<file path="config.mk">
export PLATFORM = sky130hd
export DESIGN_NAME = conv_serial_master
export DESIGN_NICKNAME = d
export VERILOG_FILES = /design/src/rtl/csm_pkg.sv /design/src/rtl/csm_conv_ctrl.sv /design/src/rtl/csm_frame_shifter.sv /design/src/rtl/csm_pin_stage.sv /design/src/rtl/conv_serial_master.sv
export SDC_FILE = /design/constraint.sdc
export NUM_CORES = 1
export LEC_CHECK = 0
export BUFFER_PORTS_ARGS = -buffer_cell sky130_fd_sc_hd__buf_4
export CORE_ASPECT_RATIO = 1.4
export CORE_UTILIZATION = 55
export CTS_CLUSTER_DIAMETER = 100
export DETAILED_ROUTE_END_ITERATION = 7
export HOLD_SLACK_MARGIN = 0.02
export PLACE_DENSITY = 0.74
export SKIP_CTS_REPAIR_TIMING = 1
export SYNTH_ARGS = -nofsm -noshare
export SYNTH_HDL_FRONTEND = slang
export SYNTH_SLANG_ARGS = --single-unit
export TNS_END_PERCENT = 20
</file>
<file path="constraint.sdc">
create_clock -name clk -period 2.1 [get_ports clk]
set_input_delay 0.21 -clock clk [delete_from_list [all_inputs] [get_ports clk]]
set_output_delay 0.21 -clock clk [all_outputs]
set_load 0.01 [all_outputs]
</file>
<file path="src/rtl/csm_pkg.sv">
package csm_pkg;

    typedef enum logic [1:0] {
        CS_IDLE,
        CS_CONV,
        CS_RD_WAIT,
        CS_RD_SHIFT
    } ctl_state_t;

    typedef enum logic {
        FS_IDLE,
        FS_SHIFT
    } frm_state_t;

endpackage

</file>
<file path="src/rtl/csm_conv_ctrl.sv">
module csm_conv_ctrl
    import csm_pkg::*;
#(
    parameter int CONV_CYCLES = 32,
    parameter int RDC_LEAD    = 2
) (
    input  logic clk,
    input  logic rst,
    input  logic conv_start,
    input  logic ext_clk_mode,
    input  logic read_during,
    input  logic frame_active,
    input  logic frame_done,
    output logic busy,
    output logic frame_go,
    output logic capture,
    output logic lat_rdc
);

    localparam int CNT_W = $clog2(CONV_CYCLES);
    localparam logic [CNT_W-1:0] CNT_LAST = CNT_W'(CONV_CYCLES - 1);
    localparam logic [CNT_W-1:0] CNT_LEAD = CNT_W'(RDC_LEAD - 1);

    ctl_state_t       state, state_nx;
    logic [CNT_W-1:0] cnt;
    logic             lat_ext;

    // state register
    always_ff @(posedge clk) begin
        if (rst) state <= CS_IDLE;
        else     state <= state_nx;
    end

    // transitions
    always_comb begin
        state_nx = state;
        unique case (state)
            CS_IDLE:     if (conv_start) state_nx = CS_CONV;
            CS_CONV:     if (cnt == CNT_LAST)
                             state_nx = (lat_ext || lat_rdc) ? CS_IDLE : CS_RD_WAIT;
            CS_RD_WAIT:  if (!frame_active) state_nx = CS_RD_SHIFT;
            CS_RD_SHIFT: if (frame_done) state_nx = CS_IDLE;
            default:     state_nx = CS_IDLE;
        endcase
    end

    // counter and mode latches
    always_ff @(posedge clk) begin
        if (rst) begin
            cnt     <= '0;
            lat_rdc <= 1'b0;
            lat_ext <= 1'b0;
        end else if (state == CS_IDLE && conv_start) begin
            cnt     <= '0;
            lat_rdc <= read_during;
            lat_ext <= ext_clk_mode;
        end else if (state == CS_CONV) begin
            cnt <= cnt + 1'b1;
        end
    end

    // outputs
    always_comb begin
        busy     = 1'b0;
        frame_go = 1'b0;
        capture  = 1'b0;
        unique case (state)
            CS_IDLE: ;
            CS_CONV: begin
                busy     = 1'b1;
                capture  = (cnt == CNT_LAST);
                frame_go = lat_rdc && !lat_ext && (cnt == CNT_LEAD) && !frame_active;
            end
            CS_RD_WAIT: begin
                busy     = 1'b1;
                frame_go = !frame_active;
            end
            CS_RD_SHIFT: busy = 1'b1;
            default: ;
        endcase
    end

endmodule

</file>
<file path="src/rtl/csm_frame_shifter.sv">
module csm_frame_shifter
    import csm_pkg::*;
#(
    parameter int DATA_W    = 18,
    parameter int FAST_HALF = 1,
    parameter int SLOW_HALF = 2
) (
    input  logic              clk,
    input  logic              rst,
    input  logic              go,
    input  logic              slow_sel,
    input  logic [DATA_W-1:0] word,
    output logic              active,
    output logic              done,
    output logic              sclk_raw,
    output logic              sdata_raw
);

    localparam int MAX_HALF = (SLOW_HALF > FAST_HALF) ? SLOW_HALF : FAST_HALF;
    localparam int PH_W     = $clog2(2 * MAX_HALF) + 1;
    localparam int BC_W     = $clog2(DATA_W);
    localparam logic [BC_W-1:0] BIT_LAST = BC_W'(DATA_W - 1);
    localparam logic [PH_W-1:0] FAST_H   = PH_W'(FAST_HALF);
    localparam logic [PH_W-1:0] SLOW_H   = PH_W'(SLOW_HALF);
    localparam logic [PH_W-1:0] FAST_E   = PH_W'(2 * FAST_HALF - 1);
    localparam logic [PH_W-1:0] SLOW_E   = PH_W'(2 * SLOW_HALF - 1);

    frm_state_t        st, st_nx;
    logic [DATA_W-1:0] shreg;
    logic [BC_W-1:0]   bit_cnt;
    logic [PH_W-1:0]   phase;
    logic [PH_W-1:0]   half_q;
    logic [PH_W-1:0]   end_q;
    logic              phase_end;

    assign phase_end = (phase == end_q);

    always_ff @(posedge clk) begin
        if (rst) st <= FS_IDLE;
        else     st <= st_nx;
    end

    always_comb begin
        st_nx = st;
        unique case (st)
            FS_IDLE:  if (go) st_nx = FS_SHIFT;
            FS_SHIFT: if (phase_end && bit_cnt == BIT_LAST) st_nx = FS_IDLE;
            default:  st_nx = FS_IDLE;
        endcase
    end

    always_ff @(posedge clk) begin
        if (rst) begin
            shreg   <= '0;
            bit_cnt <= '0;
            phase   <= '0;
            half_q  <= FAST_H;
            end_q   <= FAST_E;
        end else if (st == FS_IDLE) begin
            if (go) begin
                shreg   <= word;
                bit_cnt <= '0;
                phase   <= '0;
                half_q  <= slow_sel ? SLOW_H : FAST_H;
                end_q   <= slow_sel ? SLOW_E : FAST_E;
            end
        end else if (phase_end) begin
            phase   <= '0;
            shreg   <= shreg << 1;
            bit_cnt <= bit_cnt + 1'b1;
        end else begin
            phase <= phase + 1'b1;
        end
    end

    always_comb begin
        active    = 1'b0;
        done      = 1'b0;
        sclk_raw  = 1'b0;
        sdata_raw = 1'b0;
        unique case (st)
            FS_IDLE: ;
            FS_SHIFT: begin
                active    = 1'b1;
                done      = phase_end && (bit_cnt == BIT_LAST);
                sclk_raw  = (phase >= half_q);
                sdata_raw = shreg[DATA_W-1];
            end
            default: ;
        endcase
    end

endmodule

</file>
<file path="src/rtl/csm_pin_stage.sv">
module csm_pin_stage (
    input  logic sclk_raw,
    input  logic sync_raw,
    input  logic sdata_raw,
    input  logic sclk_invert,
    input  logic sync_invert,
    output logic ser_clk,
    output logic frame_sync,
    output logic ser_data
);

    always_comb begin
        ser_clk    = sclk_raw ^ sclk_invert;
        frame_sync = sync_raw ^ sync_invert;
        ser_data   = sdata_raw & sync_raw;
    end

endmodule

</file>
<file path="src/rtl/conv_serial_master.sv">
module conv_serial_master #(
    parameter int DATA_W      = 18,
    parameter int CONV_CYCLES = 32,
    parameter int RDC_LEAD    = 2,
    parameter int FAST_HALF   = 1,
    parameter int SLOW_HALF   = 2
) (
    input  logic              clk,
    input  logic              rst,
    input  logic              conv_start,
    input  logic              ext_clk_mode,
    input  logic              read_during,
    input  logic              sclk_invert,
    input  logic              sync_invert,
    input  logic              sclk_slow,
    input  logic [DATA_W-1:0] sample_code,
    output logic              busy,
    output logic              frame_sync,
    output logic              ser_clk,
    output logic              ser_data
);

    logic              frame_active;
    logic              frame_done;
    logic              frame_go;
    logic              capture;
    logic              lat_rdc;
    logic              sclk_raw;
    logic              sdata_raw;
    logic [DATA_W-1:0] result_q;

    csm_conv_ctrl #(
        .CONV_CYCLES (CONV_CYCLES),
        .RDC_LEAD    (RDC_LEAD)
    ) u_ctrl (
        .clk          (clk),
        .rst          (rst),
        .conv_start   (conv_start),
        .ext_clk_mode (ext_clk_mode),
        .read_during  (read_during),
        .frame_active (frame_active),
        .frame_done   (frame_done),
        .busy         (busy),
        .frame_go     (frame_go),
        .capture      (capture),
        .lat_rdc      (lat_rdc)
    );

    // result of the most recent conversion
    always_ff @(posedge clk) begin
        if (rst)          result_q <= '0;
        else if (capture) result_q <= sample_code;
    end

    csm_frame_shifter #(
        .DATA_W    (DATA_W),
        .FAST_HALF (FAST_HALF),
        .SLOW_HALF (SLOW_HALF)
    ) u_shift (
        .clk       (clk),
        .rst       (rst),
        .go        (frame_go),
        .slow_sel  (sclk_slow),
        .word      (result_q),
        .active    (frame_active),
        .done      (frame_done),
        .sclk_raw  (sclk_raw),
        .sdata_raw (sdata_raw)
    );

    csm_pin_stage u_pins (
        .sclk_raw    (sclk_raw),
        .sync_raw    (frame_active),
        .sdata_raw   (sdata_raw),
        .sclk_invert (sclk_invert),
        .sync_invert (sync_invert),
        .ser_clk     (ser_clk),
        .frame_sync  (frame_sync),
        .ser_data    (ser_data)
    );

endmodule

</file>
## Word-level counts from Yosys, hierarchy flattened

Index checks and enable logic that the tools add are counted.

| cells by class | value |
|---|---|
| $add $sub $neg | 3 |
| order comparisons | 1 |
| equality and inequality tests | 12 |
| multiplexer cells | 27 |
| bitwise logic cells | 4 |
| reduce and logical (&&, ||, !) cells | 15 |

Operators with widths:

| cell | count |
|---|---|
| two-way mux 18 bit | 3 |
| two-way mux 5 bit | 3 |
| two-way mux 2 bit | 7 |
| adder 5 x 1 -> 5 bit (second input constant) | 2 |
| == test 5 bit (second input constant) | 2 |
| != test 2 bit (second input constant) | 5 |
| two-way mux 3 bit | 3 |
| two-way mux 1 bit | 8 |
| one-hot mux 2 bit (4 select lines) | 1 |
| == test 5 x 1 -> 1 bit (second input constant) | 1 |
| logical AND 1 bit | 5 |
| == test 2 bit (second input constant) | 2 |
| one-hot mux 1 bit (2 select lines) | 2 |
| AND reduction 2 bit | 2 |
| AND reduction 4 bit | 1 |
| adder 3 x 1 -> 3 bit (second input constant) | 1 |
| == test 3 bit | 1 |
| greater-or-equal comparator 3 bit | 1 |
| OR reduction 3 bit | 1 |
| == test 2 x 1 -> 1 bit (second input constant) | 1 |
| logical NOT 1 bit | 2 |
| logical NOT 2 bit | 1 |
| nonzero test 2 bit | 1 |
| OR reduction 2 bit | 1 |
| other kinds (4) | 5 |

| storage, ports and cells | value |
|---|---|
| flip-flop bits (word level) | 60 |

## Logic depth before layout (Yosys ltp)

Gate-level depths: netlist of run 1.

| depth | value |
|---|---|
| depth in word-level cells | 7 |
| depth in mapped cells | 8 |
| depth with buffers taken out | 7 |

## By module

From an unflattened synthesis of run 1, not the netlist that was laid out.

| unflattened totals | value |
|---|---|
| cells, all modules | 266 |
| area, all modules | 2591.2 µm² |

By module, submodules not included:

| module | times used | cells each | area each (µm²) | sequential area each (µm²) |
|---|---|---|---|---|
| csm_frame_shifter | 1 | 148 | 1396.3 | 580.6 |
| conv_serial_master | 1 | 58 | 649.4 | 360.3 |
| csm_conv_ctrl | 1 | 57 | 520.5 | 180.2 |
| csm_pin_stage | 1 | 3 | 25.0 | 0.0 |

## Worst setup path after synthesis of run 1

OpenSTA, ideal clock, no wires.

| timing | value |
|---|---|
| path kind | reg2reg |
| from | reg u_ctrl.state[0] |
| to | reg u_shift.shreg[1] |
| arrival | 1.733 ns |
| path slack | 0.282 ns |
| stages on the path, launching flop included | 8 |
| path buffers | 1 |
| period minus slack after synthesis | 1.818 ns |
| cell sequence | dfxtp_1 inv_1 ha_1 nor4b_1 a22o_1 nand2_1 clkbuf_1 a211oi_1 |

| between the ends | value |
|---|---|
| longest elaborated chain between the ends | 4 |
| elaborated cells between the ends (all ways) | 5 |
| classes of those cells | 2 x eq/ne; 1 x mux; 2 x reduce/logical |

Ends and longest elaborated chain:

| item | RTL line | text |
|---|---|---|
| from (decl) | csm_conv_ctrl.sv:24 | `ctl_state_t state, state_nx;` |
| from (signal assigned) | csm_conv_ctrl.sv:31 | `else state <= state_nx;` |
| == test 2 bit or == test 2 x 1 -> 1 bit (tied branches) | csm_conv_ctrl.sv:67 | `unique case (state)` |
| one-hot mux 1 bit (2 select lines) * | csm_conv_ctrl.sv:67 |  |
| nonzero test 2 bit (no source line) * | - |  |
| AND reduction 2 bit (no source line) * | - |  |
| to (signal assigned) | csm_frame_shifter.sv:61 | `shreg <= word;` |
| to (signal assigned) | csm_frame_shifter.sv:69 | `shreg <= shreg << 1;` |
| to (decl) | csm_frame_shifter.sv:29 | `logic [DATA_W-1:0] shreg;` |

Mark *: on every way between the ends. The rest lies on a longest branch, timed or not.
A chain may end at the register's enable or synchronous reset.

## Worst setup path in the final report of run 1

| timing | value |
|---|---|
| from | reg u_ctrl.state[0] |
| to | reg u_shift.shreg[13] |

The elaborated chain is that of the path after synthesis.

==> results.sh, run 1 <==
export IMPL_relSlewSlack_pct=56.6
export IMPL_antenna_diode_count=0
export IMPL_hold_class="in2reg"
export IMPL_pwr_share_clk_pct=31.8
export IMPL_seq_power_share_pct=51.0
export IMPL_start_util_pct=58.2
export IMPL_cts_buffer_depth=2
export IMPL_grt_pass1_wl_mm=9.87
export IMPL_min_period_ns=1.97
export IMPL_wl_per_cell_um=14.7
export IMPL_critPathSlowestCell="dfxtp_1"
export IMPL_netlist_instances=317
export IMPL_start_kind="flip-flop"
export IMPL_layout_commonest_cell="nand2_1"
export IMPL_crit_family="compound AO/OA/AOI/OAI gates"
export IMPL_synth_xor_area_share_pct=1.63
export IMPL_port_buffers=29
export IMPL_drtPass1Iterations=4
export IMPL_fillers=412
export IMPL_drive_gt1_share_pct=17.2
export IMPL_wirelength_mm=5.96
export IMPL_die_h_um=84.6
export IMPL_p_switching_uw=570
export IMPL_grt_max_degree=34
export IMPL_dieArea_um2=5160
export IMPL_drv_cap=0
export IMPL_drt_first_iter_violations=110
export IMPL_p_int_mw=1.62
export IMPL_synth_top_family_by_area="simple AND/OR/NAND/NOR gates"
export IMPL_fp_row_count=29
export IMPL_synth_area_leaders="dfxtp_1 42%, nand2_1 7.8%, ha_1 6.1%"
export IMPL_layout_common_cells="56 x nand2_1, 55 x dfxtp_1, 40 x buf_4, 24 x nor2_1, 24 x a21oi_1"
export IMPL_core_um2=4610
export IMPL_fin_setup_tns_ns=0
export IMPL_end_kind="flip-flop"
export IMPL_syn_area_per_cell_um2=8.46
export IMPL_clk_pin_slew_worst_paths_ns=0.10
export IMPL_path_buf_inv=2
export IMPL_clock_sinks=56
export IMPL_skew_ns=0.00567
export IMPL_hold_viol_final=0
export IMPL_route_detailed_drc=0
export IMPL_tritoncts="built"
export IMPL_path_cells="inv_1, ha_2, nor4b_4, a22o_1, nand2_1, buf_4, a211oi_1"
export IMPL_worst_pin_slew_ns=0.651
export IMPL_gr_total_overflow=0
export IMPL_io_pins=30
export IMPL_synth_top_cell_area_share_pct=41.8
export IMPL_clk_latency_ns=0.31
export IMPL_final_max_slew_violation_count=0
export IMPL_synthMuxAreaShare_pct=1.21
export IMPL_power_density_nw_per_um2=702
export IMPL_vias_per_cell=5.70
export IMPL_ys_ff_latch=56
export IMPL_utilization_pct=67.7
export IMPL_cp_data_required_time_ns=2.32
export IMPL_setup_viol=0
export IMPL_synth_compound_area_share_pct=21.6
export IMPL_fmax_ghz=0.507
export IMPL_hold_ws_ns=0.127
export IMPL_reg2reg_slack_ns=0.13
export IMPL_placed_cell_area_um2=2980
export IMPL_synth_edf_count=0
export IMPL_status="finished, final reports clean"
export IMPL_max_stage_delay_ns=0.40
export IMPL_power_frac_comb_pct=17.2
export IMPL_critical_path_class="reg2reg"
export IMPL_synthFlopType="dfxtp_1"
export IMPL_yosys_area_share_adder_pct=6.06
export IMPL_synth_nets=356
export IMPL_drtAntennaViolNets=0
export IMPL_post_dp_hpwl_mm=4.15
export IMPL_grt_pass1_vias=2251
export IMPL_synth_seq_area_share_pct=41.8
export IMPL_switching_share_pct=26.0
export IMPL_stdcell_area_um2=3120
export IMPL_period_share_pct=93.9
export IMPL_syn_area_um2=2680
export IMPL_vias=2315
export IMPL_rsz0062_at_grt="false"
export IMPL_finalPower_mw=2.19
export IMPL_fin_nets=382
export IMPL_htree_levels=2
export IMPL_vdd_ir_drop_max_uv=636
export IMPL_synthDistinctLibCells=46
export IMPL_root_buffer="clkbuf_8"
export IMPL_synthArstFlopShare_pct=0
export IMPL_synth_largest_area_cell="dfxtp_1"
export IMPL_gp_congestion=0.822
export IMPL_power_leakage_nw=1.15
export IMPL_die_w_um=61.0
export IMPL_synthSimpleGateAreaFrac_pct=22.8
export IMPL_yosysWarningCount=0
export IMPL_numCtsBuffers=5
export IMPL_area_delta_synth_final_pct=16.2
export IMPL_crit_arrival_ns=2.19
export IMPL_grt_usage_pct=25.0
export IMPL_cp_max_fo=21
export IMPL_antenna_found_initial=0
-- cell type report --
type                            count  area, µm²  area share (%)
Tap cell                           62       77.6            2.49
Inverter                            9       33.8            1.08
Timing Repair Buffer               41        320            10.3
Clock buffer                        6       72.6            2.33
Multi-Input combinational cell    230       1460            46.7
Sequential cell                    56       1120            36.0
Clock inverter                      2       35.0            1.12
-- cell usage after synthesis, types with 3 or more instances --
| cell type | instances |
|---|---|
| a2111oi_0 | 17 |
| a211oi_1 | 18 |
| a21oi_1 | 24 |
| and2_1 | 6 |
| buf_2 | 8 |
| clkbuf_1 | 11 |
| dfxtp_1 | 56 |
| ha_1 | 13 |
| inv_1 | 9 |
| nand2_1 | 56 |
| nand2b_1 | 4 |
| nand3_1 | 7 |
| nand4_1 | 4 |
| nor2_1 | 24 |
| nor2b_1 | 12 |
| o21ai_0 | 6 |
| o31ai_1 | 3 |
| or3_1 | 3 |
| xor2_1 | 3 |
-- per-layer routing --
layer / part of all wire (%) / global-route usage (%) / vias to the layer above
met3: 2.3 / 4.01 / 8
met4: 1.6 / 9.30 / 0
met2: 52 / 44.9 / 39
met1: 44 / 28.2 / 1094
li1: - / - / 1174
met5: 0 / 0 / -
-- final timing paths --
kind                    from           endpoint  cells past startpoint
max reg2reg  u_ctrl.state[0]  u_shift.shreg[13]                      7
max          u_ctrl.state[0]  u_shift.shreg[13]                      7
min reg2reg     result_q[10]       result_q[10]                      2
min                sclk_slow  u_shift.half_q[0]                      2
-- flip-flops by register name, indices dropped and copies added, names as in the netlist, named ones only --
name / flops
result_q: 18
u_shift.shreg: 18
u_ctrl.cnt: 5
u_shift.bit_cnt: 5
u_shift.phase: 3
u_ctrl.lat_ext: 1
u_ctrl.lat_rdc: 1
u_ctrl.state: 1
u_shift.end_q: 1
u_shift.half_q: 1
u_shift.st: 1
-- cells by family (layout without fill, tap and decap cells) --
family                   Yosys count  after routing
flip-flops                        56             56
AND/OR/NAND/NOR                  128            128
XOR/XNOR                           5              5
buffers and inverters             31             58
adder cells (fa/ha/maj)           13             13
multiplexers                       2              2
AO/OA/AOI/OAI                     82             82
-- power groups by stage --
| stage | registers (mW) | clock network, mW | logic (mW) |
|---|---|---|---|
| CTS | 1.11 | 0.705 | 0.357 |
| global route | 1.12 | 0.739 | 0.410 |
| global placement | 1.14 | 0 | 0.347 |
| finish | 1.12 | 0.696 | 0.376 |
| floorplan | 1.13 | 0 | 0.219 |
| detailed placement | 1.14 | 0 | 0.355 |
-- metrics by stage --
stage / instances / setup slack (ns)
floorplan: 317 / 0.282
global placement: 398 / 0.147
detailed placement: 398 / 0.0441
CTS: 406 / 0.0118
global route: 406 / 0.00955
finish: 406 / 0.128
Note: power is estimated with default switching activity, not from simulation.
==> run 2, diff against run 1 <==
--- a/config.mk
+++ b/config.mk
@@ -5,6 +5,7 @@
 export SDC_FILE = /design/constraint.sdc
 export NUM_CORES = 1
 export LEC_CHECK = 0
+export ABC_CLOCK_PERIOD_IN_PS = 2250
 export BUFFER_PORTS_ARGS = -buffer_cell sky130_fd_sc_hd__buf_4
 export CORE_ASPECT_RATIO = 1.4
 export CORE_UTILIZATION = 55
==> constraint.sdc (replaced) <==
create_clock -name clk -period 2.25 [get_ports clk]
set_input_delay 0.225 -clock clk [delete_from_list [all_inputs] [get_ports clk]]
set_output_delay 0.225 -clock clk [all_outputs]
set_load 0.01 [all_outputs]
==> run 2 against run 1 <==
Effect of this change: clock power shrank 17%; sequential power shrank 7%; sequential cell count is the same; maximum frequency shrank 5.2%; hold slack gained 0.020 ns; critical path depth shrank 1; final area shrank 1.6%; setup slack gained 0.041 ns; global-route usage shrank 1.1 points; die area is the same; first-iteration DRC count grew 1.8%; count of clock-buffer cells in the layout grew 1; largest power group unchanged.
==> results.sh, run 2 (same netlist as run 1, synthesis figures left out) <==
export IMPL_status="finished, final reports clean"
export IMPL_area_delta_synth_final_pct=14.3
export IMPL_fp_row_count=29
export IMPL_grt_pass1_vias=2279
export IMPL_die_h_um=84.6
export IMPL_vdd_ir_drop_max_uv=513
export IMPL_cp_max_fo=6
export IMPL_core_um2=4610
export IMPL_grt_usage_pct=23.9
export IMPL_route_detailed_drc=0
export IMPL_relSlewSlack_pct=60.6
export IMPL_placed_cell_area_um2=2970
export IMPL_layout_common_cells="56 x nand2_1, 56 x dfxtp_1, 35 x buf_4, 24 x nor2_1, 24 x a21oi_1"
export IMPL_htree_levels=2
export IMPL_fin_nets=378
export IMPL_worstRegToRegCells=6
export IMPL_reg2reg_slack_ns=0.17
export IMPL_gr_total_overflow=0
export IMPL_fin_setup_tns_ns=0
export IMPL_crit_arrival_ns=2.30
export IMPL_drt_first_iter_violations=112
export IMPL_stdcell_area_um2=3070
export IMPL_drtPass1Iterations=5
export IMPL_fmax_ghz=0.481
export IMPL_critical_path_class="reg2reg"
export IMPL_hold_viol_final=0
export IMPL_period_share_pct=92.5
export IMPL_cts_buffer_depth=2
export IMPL_hold_class="in2reg"
export IMPL_vias_per_cell=5.71
export IMPL_skew_ns=0.0132
export IMPL_final_max_slew_violation_count=0
export IMPL_numCtsBuffers=5
export IMPL_worst_hold_path_num_cells=2
export IMPL_worst_pin_slew_ns=0.589
export IMPL_gp_congestion=0.801
export IMPL_post_dp_hpwl_mm=3.74
export IMPL_wirelength_mm=5.63
export IMPL_min_period_ns=2.08
export IMPL_root_buffer="clkbuf_8"
export IMPL_setup_viol=0
export IMPL_power_density_nw_per_um2=630
export IMPL_antenna_found_initial=0
export IMPL_clock_sinks=56
export IMPL_end_kind="flip-flop"
export IMPL_tritoncts="built"
export IMPL_io_pins=30
export IMPL_vias=2297
export IMPL_multi_input_area_um2=1440
export IMPL_clk_latency_ns=0.31
export IMPL_fillers=431
export IMPL_dieArea_um2=5160
export IMPL_grt_max_degree=50
export IMPL_drive_gt1_share_pct=15.0
export IMPL_start_util_pct=58.2
export IMPL_largestRegisters="result_q (18), u_shift.shreg (18)"
export IMPL_drv_cap=0
export IMPL_port_buffers=29
export IMPL_start_kind="flip-flop"
export IMPL_power_leakage_nw=1.12
export IMPL_drtAntennaViolNets=0
export IMPL_die_w_um=61.0
export IMPL_grt_pass1_wl_mm=9.68
export IMPL_cp_data_required_time_ns=2.47
export IMPL_final_seq_area_um2=1120
export IMPL_rsz0062_at_grt="false"
export IMPL_wl_per_cell_um=14.0
export IMPL_clk_pin_slew_worst_paths_ns=0.10
export IMPL_antenna_diode_count=0
run 2: cell count changes in the layout (fill, tap and decap cells not counted), sizes merged:
cell	previous run	this run
clkinv	1	0
clkbuf	6	7
bufinv	1	0
clkinvlp	0	1
buf	41	37
run 2: cell type report:
class,instances,area share (%)
Multi-Input combinational cell,230,46.9
Sequential cell,56,36.6
Timing Repair Buffer,37,9.87
Clock buffer,7,2.82
Tap cell,62,2.53
Inverter,9,1.10
Clock inverter,1,0.245
run 2: path summary, 6_finish.rpt:
| kind | startpoint | endpoint |
|---|---|---|
| max | u_ctrl.state[0] | u_shift.bit_cnt[2] |
| min | sclk_slow | u_shift.half_q[0] |
| max reg2reg | u_ctrl.state[0] | u_shift.bit_cnt[2] |
| min reg2reg | result_q[17] | result_q[17] |
run 2: per-layer routing:
layer	vias to the layer above	track usage (%)	wire, µm
met2	48	43.2	2980
li1	1173	-	-
met1	1072	28.1	2420
met3	4	3.39	186
met5	-	0	0
met4	0	6.82	40
run 2: where the power goes:
group          leakage (nW)  internal (mW)  total [mW]  switching (mW)
registers             0.452           1.02        1.04          0.0237
logic                 0.625          0.137       0.315           0.178
clock network        0.0445          0.251       0.575           0.324
run 2: metrics by stage:
| stage | setup WS, ns | hold WS (ns) | utilization (%) | instances | power [mW] |
|---|---|---|---|---|---|
| after floorplan | 0.432 | 0.359 | - | 317 | 1.26 |
| after global placement | 0.335 | 0.440 | 64.4 | 394 | 1.37 |
| after detailed placement | 0.208 | 0.442 | 64.4 | 394 | 1.37 |
| after CTS | 0.175 | 0.138 | 66.4 | 402 | 1.94 |
| after global routing | 0.0716 | 0.131 | 66.5 | 402 | 2.02 |
| final | 0.169 | 0.148 | 66.5 | 402 | 1.93 |
run 2: critical path: stages (launching register included):
cell	delay, ns
dfxtp_1	0.40
inv_1	0.11
ha_1	0.38
nor4b_2	0.20
a22oi_1	0.43
nand2_1	0.18
a311oi_1	0.29
